===== config.mk =====
export PLATFORM = sky130hd
export DESIGN_NAME = pwm_locked_timer
export DESIGN_NICKNAME = d
export VERILOG_FILES = /design/src/rtl/pwm_locked_timer.sv
export SDC_FILE = /design/constraint.sdc
export NUM_CORES = 1
export LEC_CHECK = 0
export ABC_AREA = 1
export BUFFER_PORTS_ARGS = -buffer_cell sky130_fd_sc_hd__buf_2
export CAP_MARGIN = 20
export CORE_ASPECT_RATIO = 0.9
export CORE_MARGIN = 2
export CORE_UTILIZATION = 45
export CTS_BUF_LIST = sky130_fd_sc_hd__clkbuf_4 sky130_fd_sc_hd__clkbuf_8
export CTS_CLUSTER_DIAMETER = 30
export DETAILED_ROUTE_END_ITERATION = 12
export PLACE_DENSITY = 0.65
export SLEW_MARGIN = 15
export SYNTH_ARGS = -nofsm -noshare
export SYNTH_HDL_FRONTEND = slang
export SYNTH_SLANG_ARGS = --single-unit

===== constraint.sdc =====
create_clock -name clk -period 3.56 [get_ports clk]
set_input_delay 0.534 -clock clk [delete_from_list [all_inputs] [get_ports clk]]
set_output_delay 0.534 -clock clk [all_outputs]
set_load 0.01 [all_outputs]

===== src/rtl/pwm_locked_timer.sv =====
module pwm_locked_timer #(
  parameter int DATA_W = 32,
  parameter int ADDR_W = 4
) (
  input  logic              clk,
  input  logic              rst_n,
  input  logic              bus_we,
  input  logic [ADDR_W-1:0] bus_addr,
  input  logic [DATA_W-1:0] bus_wdata,
  output logic [DATA_W-1:0] bus_rdata,
  output logic              pwm_out
);

  localparam logic [ADDR_W-1:0] A_CNT  = ADDR_W'(4'h0);
  localparam logic [ADDR_W-1:0] A_PER  = ADDR_W'(4'h4);
  localparam logic [ADDR_W-1:0] A_DUTY = ADDR_W'(4'h8);
  localparam logic [ADDR_W-1:0] A_CTL  = ADDR_W'(4'hC);
  localparam int B_EN = 0, B_CONT = 1, B_ACT = 3, B_IDLE = 4, B_LOCK = 6;
  localparam logic [DATA_W-1:0] CTL_MASK = DATA_W'(32'h5B);

  logic [DATA_W-1:0] hold_per, hold_duty, ctl;
  logic [DATA_W-1:0] per_d, duty_d, ctl_d;
  logic [DATA_W-1:0] act_per, act_duty, cnt;
  logic              act_hi, idle_hi;
  logic              run, last;

  assign per_d  = (bus_we && bus_addr == A_PER)  ? bus_wdata : hold_per;
  assign duty_d = (bus_we && bus_addr == A_DUTY) ? bus_wdata : hold_duty;
  assign ctl_d  = (bus_we && bus_addr == A_CTL)  ? (bus_wdata & CTL_MASK) : ctl;

  assign run  = ctl[B_EN] & ctl[B_CONT];
  assign last = ({1'b0, cnt} + (DATA_W+1)'(1)) >= {1'b0, act_per};

  always_ff @(posedge clk or negedge rst_n) begin
    if (!rst_n) begin
      hold_per  <= '0;
      hold_duty <= '0;
      ctl       <= '0;
      act_per   <= '0;
      act_duty  <= '0;
      act_hi    <= 1'b0;
      idle_hi   <= 1'b0;
      cnt       <= '0;
    end else begin
      hold_per  <= per_d;
      hold_duty <= duty_d;
      ctl       <= ctl_d;
      if (!run) begin
        cnt      <= '0;
        act_per  <= per_d;
        act_duty <= duty_d;
        act_hi   <= ctl_d[B_ACT];
        idle_hi  <= ctl_d[B_IDLE];
      end else if (last) begin
        cnt <= '0;
        if (!ctl[B_LOCK]) begin
          act_per  <= hold_per;
          act_duty <= hold_duty;
          act_hi   <= ctl[B_ACT];
          idle_hi  <= ctl[B_IDLE];
        end
      end else begin
        cnt <= cnt + DATA_W'(1);
      end
    end
  end

  assign pwm_out = run ? ((cnt < act_duty) ? act_hi : idle_hi) : ctl[B_IDLE];

  always_comb begin
    unique case (bus_addr)
      A_CNT:   bus_rdata = cnt;
      A_PER:   bus_rdata = hold_per;
      A_DUTY:  bus_rdata = hold_duty;
      A_CTL:   bus_rdata = ctl;
      default: bus_rdata = '0;
    endcase
  end

  p_cnt_in_range_r4: assert property (@(posedge clk) disable iff (!rst_n)
    (run && act_per != '0) |-> cnt < act_per);

  p_stop_clears_r6: assert property (@(posedge clk) disable iff (!rst_n)
    !run |=> cnt == '0);

  p_locked_hold_r9: assert property (@(posedge clk) disable iff (!rst_n)
    (run && ctl[B_LOCK]) |=> ($stable(act_per) && $stable(act_duty) &&
                              $stable(act_hi) && $stable(idle_hi)));

  p_no_mid_update_r8: assert property (@(posedge clk) disable iff (!rst_n)
    (run && !last) |=> ($stable(act_per) && $stable(act_duty) &&
                        $stable(act_hi) && $stable(idle_hi)));

  p_period_zero_r11: assert property (@(posedge clk) disable iff (!rst_n)
    (run && act_per == '0) |=> cnt == '0);

endmodule


[Word-level counts from Yosys, hierarchy flattened]
Cells that the tools add are included.
Cells by class
  mux-type cells: 20
  eq/ne operators: 5
  reductions and logical operators: 5
  add/sub/neg operators: 2
  magnitude comparators: 2
  bitwise gates (word level): 1
  multiply operators: 0
  shift-type cells: 0
  div/mod/pow operators: 0
Operators with widths (number)
  32-bit two-way mux: 10
  32-bit one-hot mux with 4 select lines: 1
  32-bit by 1-bit adder with 33-bit output (second input constant): 1
  33-bit by 32-bit greater-or-equal comparator with 1-bit output: 1
  32-bit by 1-bit adder with 32-bit output (second input constant): 1
  32-bit less-than comparator: 1
  4-bit equality test (second input constant): 2
  1-bit two-way mux: 8
  5-bit two-way mux: 1
  4-bit by 3-bit equality test with 1-bit output (second input constant): 1
  4-bit logical NOT: 1
  1-bit logical AND: 3
  2-bit by 1-bit != test with 1-bit output (second input constant): 1
  2-bit != test (second input constant): 1
  2-bit AND reduction: 1
  1-bit bitwise AND: 1
Word-level totals
  memories kept: 0
  latch bits: 0
  input port bits: 39
  memory bits (read-only): 0
  register bits: 167
  bits in writable memories: 0

[Depth between registers and ports, before layout]
Gate-level depths: netlist of the first run.
  word-level depth: 4
  mapped depth: 28
  gate-level depth less buffers: 26

[Worst setup path after synthesis of the first run]
No wires, ideal clock.
  kind: register -> register
  from: register cnt[0]
  to: register cnt[13]
  arrival: 3285 ps
  buffers on the path: 2
  clock period less this slack: 3408 ps
  stages on the path, launching flop included: 25
  setup slack: 152 ps
  required time: 3437 ps
  cells stage by stage: dfrtp_1 > ha_1 > nand3_2 > nor3_4 > nand2_2 > nor2_2 > nand2_1 > or2_2 > nor2_2 > xor2_1 > inv_1 > ha_1 > nand2_1 > inv_1 > nand3_1 > nor3_1 > nand4_1 > nand2_1 > nand2_1 > nand2_1 > nor2_1 > nand2_2 > buf_2 > buf_2 > nor2_1
Between the ends
  cells in the longest elaborated chain, start to end: 4
  elaborated cells between the ends (all ways): 5
  classes of those cells: add/sub (2); order compare (1); mux (2)
RTL lines
  from (decl): RTL line 23  | logic [DATA_W-1:0] act_per, act_duty, cnt;
  from (signal assigned): RTL line 63  | cnt <= cnt + DATA_W'(1);
  32-bit by 1-bit adder with 33-bit output: RTL line 32  | assign last = ({1'b0, cnt} + (DATA_W+1)'(1)) >= {1'b0, act_per};
  33-bit by 32-bit greater-or-equal comparator with 1-bit output: RTL line 32
  32-bit two-way mux *: RTL line 54  | end else if (last) begin
  32-bit two-way mux *: RTL line 48  | if (!run) begin
Mark *: on every way between the ends. The rest lies on a longest branch, timed or not.
A chain may end at the register's enable or synchronous reset.

[Worst setup path after layout of the first run]
  from: register cnt[0]
  to: register act_duty[6]
Between the ends
  cells in the longest elaborated chain, start to end: 4
RTL lines
  32-bit by 1-bit adder with 33-bit output: RTL line 32
  33-bit by 32-bit greater-or-equal comparator with 1-bit output: RTL line 32
  2-bit by 1-bit != test with 1-bit output (no source line)
  2-bit AND reduction (no source line)
  to (signal assigned): RTL line 51  | act_duty <= duty_d;
  to (signal assigned): RTL line 58  | act_duty <= hold_duty;
  to (decl): RTL line 23
No other way between the ends.

==> results of run 1 <==
layer usage:
| layer | routed length (um) | vias to the layer above |
|---|---|---|
| met5 | 0 | - |
| met4 | 356 | 0 |
| met3 | 1665 | 23 |
| met2 | 12750 | 241 |
| met1 | 13830 | 4332 |
| li1 | - | 4499 |
timing repair:
item	CTS	global route
pin swaps	10	19
setup buffers	9	9
setup endpoints to repair	98	98
hold buffers	0	0
resized for setup	23	81
cloned	4	1
cell usage after synthesis, types with 2 or more instances:
master and number:
a211oi_1 2, a21o_1 2, a21oi_1 27, a221o_1 4, buf_1 9, buf_2 10
buf_6 5, clkbuf_1 34, clkinv_1 2, dfrtp_1 167, ha_1 64, inv_1 225
nand2_1 443, nand2_2 3, nand3_1 82, nand3b_1 2, nand4_1 14, nor2_1 60
nor2_2 4, nor3_1 12, nor3_4 2, nor4_1 4, o211ai_1 2, o21ai_0 118
o221ai_1 27, o22ai_1 4, or2_2 3, xnor2_1 2, xor2_1 23
power groups by stage:
stage                     clock network, mW  logic, mW  registers [mW]
after floorplan                           0       1.10            2.50
after global placement                    0       1.47            2.57
after detailed placement                  0       1.50            2.56
after CTS                              1.52       1.60            2.53
after global routing                   1.60       1.94            2.62
final                                  1.50       1.68            2.57
state kept, by name (all words and copies together) (netlist names):
| name | cells |
|---|---|
| hold_per | 32 |
| idle_hi | 1 |
| act_duty | 32 |
| act_per | 32 |
| act_hi | 1 |
| hold_duty | 32 |
| ctl | 5 |
| cnt | 32 |
worst max-delay path, cell delays in order (launching register included):
cell	delay, ns
dfrtp_1	0.43
ha_4	0.17
nand3_4	0.07
nor3_4	0.16
nand2_2	0.10
nor2_4	0.11
nand2_2	0.08
or2_4	0.26
nor2_4	0.11
xor2_2	0.17
inv_1	0.09
ha_4	0.27
nand2_1	0.06
inv_2	0.06
nand3_2	0.09
nor3_4	0.16
nand4_1	0.12
nand2_1	0.07
nand2_1	0.04
nand2_1	0.06
nor2_2	0.05
nand2_4	0.13
nand2_8	0.14
clkbuf_16	0.24
nand2_1	0.06
nand2_1	0.04
cells by family after synthesis:
group,Yosys count,synth area share [%]
AO/OA/AOI/OAI,187,10.79
buffers and inverters,285,11.18
XOR/XNOR,25,2.185
AND/OR/NAND/NOR,633,26.15
adder cells (fa/ha/maj),64,7.992
flip-flops,167,41.71
stage by stage:
stage,setup slack (ns),instances
2_1_floorplan,0.1520,1361
3_3_place_gp,0.03052,1699
3_5_place_dp,-0.2178,1699
4_1_cts,0.008543,1743
5_1_grt,-0.1467,1754
6_report,0.07907,1754
cells in the final DEF, fill, tap and decap left out, types with 5 or more instances in the layout:
cell	count
nand2_2	35
nand2_1	396
nor2_2	9
nand2_4	14
inv_1	222
clkbuf_8	18
o221ai_1	27
nor2_1	52
inv_6	5
buf_4	41
ha_1	60
nor3_1	9
a21oi_1	26
nand4_1	14
xor2_1	20
buf_16	5
dfrtp_1	167
nand3_1	80
o21ai_0	116
buf_12	6
buf_2	70
layout make-up:
type | instances | area [um2]
inverters | 227 | 852.1
repair buffers | 128 | 1005
clock buffers | 19 | 255.2
well taps | 291 | 364.1
clock inverters | 13 | 166.4
multi-input cells | 909 | 5094
fillers | 2027 | 9844
flip-flops and latches | 167 | 4179
worst paths after layout:
kind	to	slack, ns	from	depth (start not counted)
min in group clk	hold_duty[24]	0.37	bus_wdata[24]	3
max reg2reg	act_duty[6]	0.08	cnt[0]	25
max	act_duty[6]	0.08	cnt[0]	25
max in group asynchronous	hold_duty[13]	2.50	rst_n	2
min reg2reg	act_duty[19]	0.48	act_duty[19]	2
min	hold_duty[2]	0.05	rst_n	1
==> flow_metrics.env, run 1 <==
export IMPL_drt_iter0_drc=599
export IMPL_io_pins=72
export IMPL_yosysWarnings=0
export IMPL_fin_skew_ns=0.01584
export IMPL_grtUsageMet3_pct=5.472
export IMPL_slew_headroom_pct=44.54
export IMPL_grt_max_degree=72
export IMPL_arrival_ns=3.84
export IMPL_rsz0062_at_grt="yes"
export IMPL_p_int_mw=3.657
export IMPL_syn_cell_area_um2=10020
export IMPL_synth_top_cell_by_area="dfrtp_1"
export IMPL_die_h_um=145.6
export IMPL_switchingPower_mw=2.097
export IMPL_track_usage_pct=24.83
export IMPL_hold_slack_ns=0.05465
export IMPL_dr_total_vias=9095
export IMPL_seq_area_frac_synth_pct=41.71
export IMPL_dieArea_um2=23480
export IMPL_maxSlewViolCount=0
export IMPL_p_seq_share_pct=44.6
export IMPL_htreeDepth=4
export IMPL_post_route_util_pct=54.76
export IMPL_powerDensity_nw_per_um2=482.8
export IMPL_drt_total_wl_um=28600
export IMPL_cp_start_kind="flop"
export IMPL_total_power_mw=5.753
export IMPL_worst_pin_slew_ns=0.8290
export IMPL_clockRootBuffer="clkbuf_8"
export IMPL_nNetsFinal=1553
export IMPL_gp_congestion=0.8998
export IMPL_cts_buffers_inserted=17
export IMPL_dpl_hpwl_um=19070
export IMPL_grtUsageMet2_pct=37.94
export IMPL_tns_ns=0
export IMPL_hold_viol=0
export IMPL_status="complete, no violations"
export IMPL_cts_buffer_depth=2
export IMPL_period_share_pct=97.78
export IMPL_antenna_found_initial=0
export IMPL_synth_cell_types=34
export IMPL_grt_pass1_vias=8830
export IMPL_grtUsageMet1_pct=36.09
export IMPL_drt_pre_antenna_iters=5
export IMPL_async_reset_ff_share_pct=100.0
export IMPL_synth_nets=1464
export IMPL_cp_required_ns=3.92
export IMPL_core_area_um2=21760
export IMPL_grt_busiest_layer="met2"
export IMPL_worstPathMaxFanout=11
export IMPL_synth_top_area_share_pct=41.71
export IMPL_drive_gt1_share_pct=16.95
export IMPL_setup_violations=0
export IMPL_critical_path_class="reg -> reg"
export IMPL_routed_via_density=5.185
export IMPL_p_leak_nw=6.492
export IMPL_fmax_mhz=287.3
export IMPL_start_util_pct=46.05
export IMPL_cp_end_kind="flop"
export IMPL_antenna_left=0
export IMPL_placed_area_um2=10830
export IMPL_wl_per_cell_um=16.30
export IMPL_overflow=0
export IMPL_insertion_delay_ns=0.47
export IMPL_comb_power_share_pct=29.3
export IMPL_postSynthAreaPerCell_um2=7.362
export IMPL_cts_tree="built"
export IMPL_portBuffers=71
export IMPL_ys_ff_latch=167
export IMPL_swShare_pct=36.44
export IMPL_grt_first_pass_wirelength_um=46270
export IMPL_drc=0
export IMPL_netlist_instances=1361
export IMPL_cts_clk_slew_worst_paths_ns=0.10
export IMPL_antennaDiodeCount=0
export IMPL_synth_edf_count=0
export IMPL_post_route_cell_area_um2=11920
export IMPL_synth_ff_type="dfrtp_1"
export IMPL_p_clk_share_pct=26.1
export IMPL_die_w_um=161.3
export IMPL_drv_cap=0
export IMPL_hold_class="in -> async"
export IMPL_synthTopCellsByArea="dfrtp_1 42%, nand2_1 17%, inv_1 8.4%"
export IMPL_clkSinkCount=167
export IMPL_ir_drop_v=0.0003576
export IMPL_min_period_ns=3.481
export IMPL_num_rows=51
export IMPL_synthToLayoutAreaGrowth_pct=18.92
Power figures use the tool's default switching activity.
==> run 2: changes to the inputs <==
--- a/config.mk
+++ b/config.mk
@@ -11,9 +11,10 @@
 export CORE_ASPECT_RATIO = 0.9
 export CORE_MARGIN = 2
 export CORE_UTILIZATION = 45
-export CTS_BUF_LIST = sky130_fd_sc_hd__clkbuf_4 sky130_fd_sc_hd__clkbuf_8
+export CTS_BUF_LIST = sky130_fd_sc_hd__clkbuf_8
 export CTS_CLUSTER_DIAMETER = 30
 export DETAILED_ROUTE_END_ITERATION = 12
+export GPL_TIMING_DRIVEN = 1
 export PLACE_DENSITY = 0.65
 export SLEW_MARGIN = 15
 export SYNTH_ARGS = -nofsm -noshare
==> run 2 against run 1 <==
Wire length about the same. Register-to-register slack about the same. Worst setup slack worse by 0.0060 ns. Critical endpoint is now act_hi. Largest power group unchanged.
==> flow_metrics.env, run 2 (synthesis results as in run 1) <==
export IMPL_fmax_mhz=286.8
export IMPL_arrival_ns=3.84
export IMPL_fin_skew_ns=0.01628
export IMPL_start_util_pct=46.05
export IMPL_drt_pre_antenna_iters=7
export IMPL_nFillCells=2028
export IMPL_critical_path_class="reg -> reg"
export IMPL_dieArea_um2=23480
export IMPL_antenna_found_initial=0
export IMPL_swShare_pct=36.54
export IMPL_portBuffers=71
export IMPL_tns_ns=0
export IMPL_drt_iter0_drc=632
export IMPL_dr_total_vias=9068
export IMPL_drive_gt1_share_pct=16.88
export IMPL_grt_pass1_vias=8830
export IMPL_synthToLayoutAreaGrowth_pct=18.88
export IMPL_rsz0062_at_grt="yes"
export IMPL_maxSlewViolCount=0
export IMPL_overflow=0
export IMPL_core_area_um2=21760
export IMPL_insertion_delay_ns=0.47
export IMPL_cp_required_ns=3.92
export IMPL_clockRootBuffer="clkbuf_8"
export IMPL_switchingPower_mw=2.099
export IMPL_drv_cap=0
export IMPL_drc=0
export IMPL_layout_setup_ws_ns=0.07308
export IMPL_p_int_mw=3.646
export IMPL_grt_max_degree=72
export IMPL_setup_violations=0
export IMPL_final_cell_mix="396 x nand2_1, 223 x inv_1, 167 x dfrtp_1, 116 x o21ai_0, 80 x nand3_1"
export IMPL_hold_viol=0
export IMPL_cts_clk_slew_worst_paths_ns=0.10
export IMPL_antenna_left=0
export IMPL_instances_no_fill=1754
export IMPL_post_route_util_pct=54.74
export IMPL_nNetsFinal=1553
export IMPL_slowest_delay_ns=0.43
export IMPL_p_clk_share_pct=26.0
export IMPL_clkSinkCount=167
export IMPL_die_h_um=145.6
export IMPL_comb_power_share_pct=29.3
export IMPL_die_w_um=161.3
export IMPL_seqCellArea_um2=4179
export IMPL_worst_pin_slew_ns=0.8336
export IMPL_drt_total_wl_um=28600
export IMPL_placed_area_um2=10830
export IMPL_worstPathMaxFanout=11
export IMPL_cp_end_kind="flop"
export IMPL_min_period_ns=3.487
export IMPL_cts_buffer_depth=2
export IMPL_gp_congestion=0.8998
export IMPL_cp_start_kind="flop"
export IMPL_grt_first_pass_wirelength_um=46270
export IMPL_timing_critical_path_mode_cell="nand2_1"
export IMPL_p_leak_nw=6.493
export IMPL_pre_cts_slack_ns=-0.2178
export IMPL_num_rows=51
export IMPL_final_common_cell="nand2_1"
export IMPL_track_usage_pct=24.83
export IMPL_htreeDepth=4
export IMPL_io_pins=72
export IMPL_p_seq_share_pct=44.7
export IMPL_period_share_pct=97.95
export IMPL_antennaDiodeCount=0
export IMPL_dpl_hpwl_um=19070
export IMPL_hold_class="in -> async"
export IMPL_routed_via_density=5.170
export IMPL_powerDensity_nw_per_um2=482.3
export IMPL_cts_tree="built"
export IMPL_cts_buffers_inserted=17
export IMPL_ir_drop_v=0.0003581
export IMPL_status="complete, no violations"
export IMPL_post_route_cell_area_um2=11910
export IMPL_crit_chain="ha_4 -> nand3_4 -> nor3_4 -> buf_6 -> nand4_1 -> nor3_2 -> nand2_2 -> nor3_2 -> inv_1 -> nand2_1 -> inv_1 -> ha_1 -> nand2_1 -> nor3_4 -> nand4_1 -> nand2_1 -> nand2_1 -> nand2_1 -> nor2_2 -> nand2_4 -> nand2_8 -> clkbuf_16 -> nand2_1 -> nand2_1"
export IMPL_wl_per_cell_um=16.31
export IMPL_slew_headroom_pct=44.23
export IMPL_critPathSlowestCell="dfrtp_1"
export IMPL_multi_input_area_um2=5094
export IMPL_dp_cells=1699
## run 2: changes by cell type in the layout (fill, tap and decap cells not counted)
cell	change
clkbuf_4	-1
inv_1	+1
## run 2: worst paths after layout
| check | endpoint | slack [ns] | cells after the start | from |
|---|---|---|---|---|
| max in group asynchronous | hold_duty[13] | 2.50 | 2 | rst_n |
| min | hold_duty[2] | 0.05 | 1 | rst_n |
| min in group clk | ctl[1] | 0.36 | 3 | bus_wdata[1] |
| max reg2reg | act_hi | 0.07 | 24 | cnt[0] |
| min reg2reg | act_duty[19] | 0.48 | 2 | act_duty[19] |
| max | act_hi | 0.07 | 24 | cnt[0] |
## run 2: power groups by stage
stage	clock network, mW	logic (mW)	registers, mW
6_report	1.49	1.68	2.57
5_1_grt	1.59	1.94	2.62
3_3_place_gp	0	1.47	2.57
3_5_place_dp	0	1.50	2.56
2_1_floorplan	0	1.10	2.50
4_1_cts	1.51	1.60	2.53
## run 2: metal layers
metal  global-route usage [%]  up-vias  wire length [um]
li1                         -     4500                 -
met1                    36.09     4317             13960
met2                    37.94      228             12690
met3                    5.472       23              1603
met4                    5.804        0               358
met5                        0        -                 0
## run 2: cell type report
cell class | count | area share [%]
clock buffer | 18 | 2.080
clock inverter | 14 | 1.429
inverter | 227 | 7.153
multi-input combinational | 909 | 42.76
sequential | 167 | 35.08
tap | 291 | 3.057
timing repair buffer | 128 | 8.435
## run 2: repair_timing
item                                    CTS  global route
cloned                                    4             1
hold endpoints to repair                  0             0
hold buffers                              0             0
resized for setup                        23            81
pin swaps                                10            19
endpoints found under the setup margin   98            98
setup buffers                             9             9
## run 2: worst max-delay path, delay by kind of cell, from the launching register on
family | cells | cell delay, ns
DFF | 1 | 0.43
adders and majority gates | 2 | 0.46
buffers and inverters | 4 | 0.49
and+or+nand+nor | 18 | 1.98
## run 2: per-stage QoR
stage | hold slack [ns] | total power, mW
floorplan | 0.2384 | 3.597
global placement | 0.4547 | 4.035
detailed placement | 0.4584 | 4.068
CTS | 0.07071 | 5.639
global route | 0.07992 | 6.158
finish | 0.04713 | 5.745
==> run 3: changes to the inputs <==
--- a/config.mk
+++ b/config.mk
@@ -10,12 +10,12 @@
 export CAP_MARGIN = 20
 export CORE_ASPECT_RATIO = 0.9
 export CORE_MARGIN = 2
-export CORE_UTILIZATION = 45
+export CORE_UTILIZATION = 40
 export CTS_BUF_LIST = sky130_fd_sc_hd__clkbuf_8
 export CTS_CLUSTER_DIAMETER = 30
 export DETAILED_ROUTE_END_ITERATION = 12
 export GPL_TIMING_DRIVEN = 1
-export PLACE_DENSITY = 0.65
+export PLACE_DENSITY = 0.59
 export SLEW_MARGIN = 15
 export SYNTH_ARGS = -nofsm -noshare
 export SYNTH_HDL_FRONTEND = slang
==> run 3 against run 2 <==
Global-route usage down 2.6 points. Combinational power grew 6%. Non-clock buffer count is 20 higher. Via count rose by 0.76%. Sequential share of layout area is 1.4 points lower. Count of clock-buffer cells in the layout decreased by 1. Cell count up 3.6%. Maximum frequency is 0.87% lower. Hold slack better by 0.021 ns. First-iteration DRC count up 6.6%. Die area rose by 12%.
==> flow_metrics.env, run 3 (synthesis results as in run 1) <==
export IMPL_portBuffers=71
export IMPL_min_period_ns=3.517
export IMPL_dpl_hpwl_um=20160
export IMPL_final_cell_mix="399 x nand2_1, 221 x inv_1, 164 x dfrtp_1, 117 x o21ai_0, 76 x nand3_1"
export IMPL_seqCellArea_um2=4183
export IMPL_clockRootBuffer="clkbuf_8"
export IMPL_cp_end_kind="flop"
export IMPL_layout_setup_ws_ns=0.04250
export IMPL_antenna_found_initial=0
export IMPL_io_pins=72
export IMPL_start_util_pct=40.97
export IMPL_rsz0062_at_grt="yes"
export IMPL_ir_drop_v=0.0002736
export IMPL_total_power_mw=5.870
export IMPL_cts_clk_slew_worst_paths_ns=0.10
export IMPL_status="complete, no violations"
export IMPL_cp_required_ns=3.96
export IMPL_grt_pass1_vias=8478
export IMPL_dr_total_vias=9137
export IMPL_wl_per_cell_um=16.75
export IMPL_worst_pin_slew_ns=0.7624
export IMPL_antenna_left=0
export IMPL_drt_iter0_drc=674
export IMPL_synthToLayoutAreaGrowth_pct=24.03
export IMPL_powerDensity_nw_per_um2=472.3
export IMPL_routed_via_density=5.026
export IMPL_arrival_ns=3.92
export IMPL_grtUsageMet1_pct=35.03
export IMPL_maxSlewViolCount=0
export IMPL_nNetsFinal=1573
export IMPL_dieArea_um2=26330
export IMPL_p_leak_nw=6.699
export IMPL_multi_input_area_um2=5275
export IMPL_die_h_um=154.1
export IMPL_overflow=0
export IMPL_drc=0
export IMPL_drv_cap=0
export IMPL_fmax_mhz=284.3
export IMPL_cts_buffers_inserted=17
export IMPL_clkSinkCount=167
export IMPL_antennaDiodeCount=0
export IMPL_drt_total_wl_um=30450
export IMPL_critical_path_class="reg -> reg"
export IMPL_period_share_pct=98.81
export IMPL_grtUsageMet2_pct=31.83
export IMPL_drt_pre_antenna_iters=6
export IMPL_htreeDepth=4
export IMPL_final_common_cell="nand2_1"
export IMPL_core_area_um2=24460
export IMPL_grt_first_pass_wirelength_um=45920
export IMPL_hold_viol=0
export IMPL_insertion_delay_ns=0.46
export IMPL_worstPathMaxFanout=8
export IMPL_grtUsageMet3_pct=3.218
export IMPL_setup_violations=0
export IMPL_nFillCells=2398
export IMPL_cts_tree="built"
export IMPL_hold_class="in -> async"
export IMPL_cp_start_kind="flop"
export IMPL_gp_congestion=0.8654
export IMPL_cts_hold_buf=0
export IMPL_drive_gt1_share_pct=20.24
export IMPL_pre_cts_slack_ns=-0.008396
export IMPL_num_rows=54
export IMPL_slew_headroom_pct=49.17
export IMPL_fin_skew_ns=0.01319
export IMPL_die_w_um=170.8
export IMPL_cts_buffer_depth=2
export IMPL_track_usage_pct=22.28
export IMPL_grt_busiest_layer="met1"
export IMPL_grt_max_degree=71
run 3: cell count changes in the layout (fill, tap and decap cells not counted), sizes merged:
cell,before,now
inv,231,233
clkbuf,19,26
buf,127,139
clkinvlp,3,1
run 3: what timing repair did:
item                                    in CTS  in global routing
endpoints found under the setup margin      37                 98
pin swaps                                    0                 22
buffers inserted                             0                 19
gates cloned                                 0                 14
gates resized for setup                      4                146
run 3: stage by stage:
| step | cells | hold slack (ns) | util, % | TNS [ns] | cell area (um2) |
|---|---|---|---|---|---|
| 6_report | 1818 | 0.06822 | 50.81 | 0 | 12430 |
| 5_1_grt | 1818 | 0.1232 | 50.81 | -13.67 | 12430 |
| 2_1_floorplan | 1361 | 0.2384 | - | 0 | 10020 |
| 3_5_place_dp | 1754 | 0.4584 | 44.80 | -0.009663 | 10960 |
| 4_1_cts | 1785 | 0.1076 | 46.61 | 0 | 11400 |
| 3_3_place_gp | 1754 | 0.4558 | 44.80 | 0 | 10960 |
run 3: area by class of cell:
cell class / instances / area share (%)
Clock buffer: 17 / 1.883
Clock inverter: 14 / 1.520
Inverter: 227 / 6.857
Multi-Input combinational cell: 909 / 42.45
Sequential cell: 167 / 33.66
Tap cell: 336 / 3.383
Timing Repair Buffer: 148 / 10.25
run 3: final timing paths:
check	depth (start not counted)	to	slack (ns)	from
hold reg to reg	2	act_duty[19]	0.48	act_duty[19]
hold / removal	1	act_duty[2]	0.07	rst_n
setup / recovery	24	act_hi	0.04	cnt[0]
setup reg to reg	24	act_hi	0.04	cnt[0]
max in group asynchronous	2	cnt[10]	2.62	rst_n
min in group clk	3	ctl[1]	0.37	bus_wdata[1]
run 3: power by group:
group	internal, mW	switching (mW)
clock network	0.716	0.796
logic	0.684	1.10
registers	2.30	0.279
run 3: layer usage:
metal / share of wire [%] / up-vias
li1: - / 4530
met2: 43 / 260
met4: 1.7 / 0
met5: 0 / -
met3: 6.0 / 35
met1: 49 / 4312
run 3: critical path, stage by stage, from the launching register on:
cell and delay, ns:
dfrtp_1 0.43, ha_4 0.17, nand3_4 0.07, nor3_4 0.16, nand2_2 0.10, nor2_4 0.14
nand2_2 0.06, or2_4 0.28, nor2_4 0.18, nand2_2 0.09, xor2_2 0.18, inv_2 0.07
ha_4 0.27, nand4_1 0.14, nor2_1 0.13, nand4_1 0.10, nand2_1 0.07, nand2_1 0.04
nand2_1 0.07, nor2_2 0.05, nand2_4 0.15, buf_12 0.18, buf_16 0.15, nand3_1 0.09
nand2_1 0.09
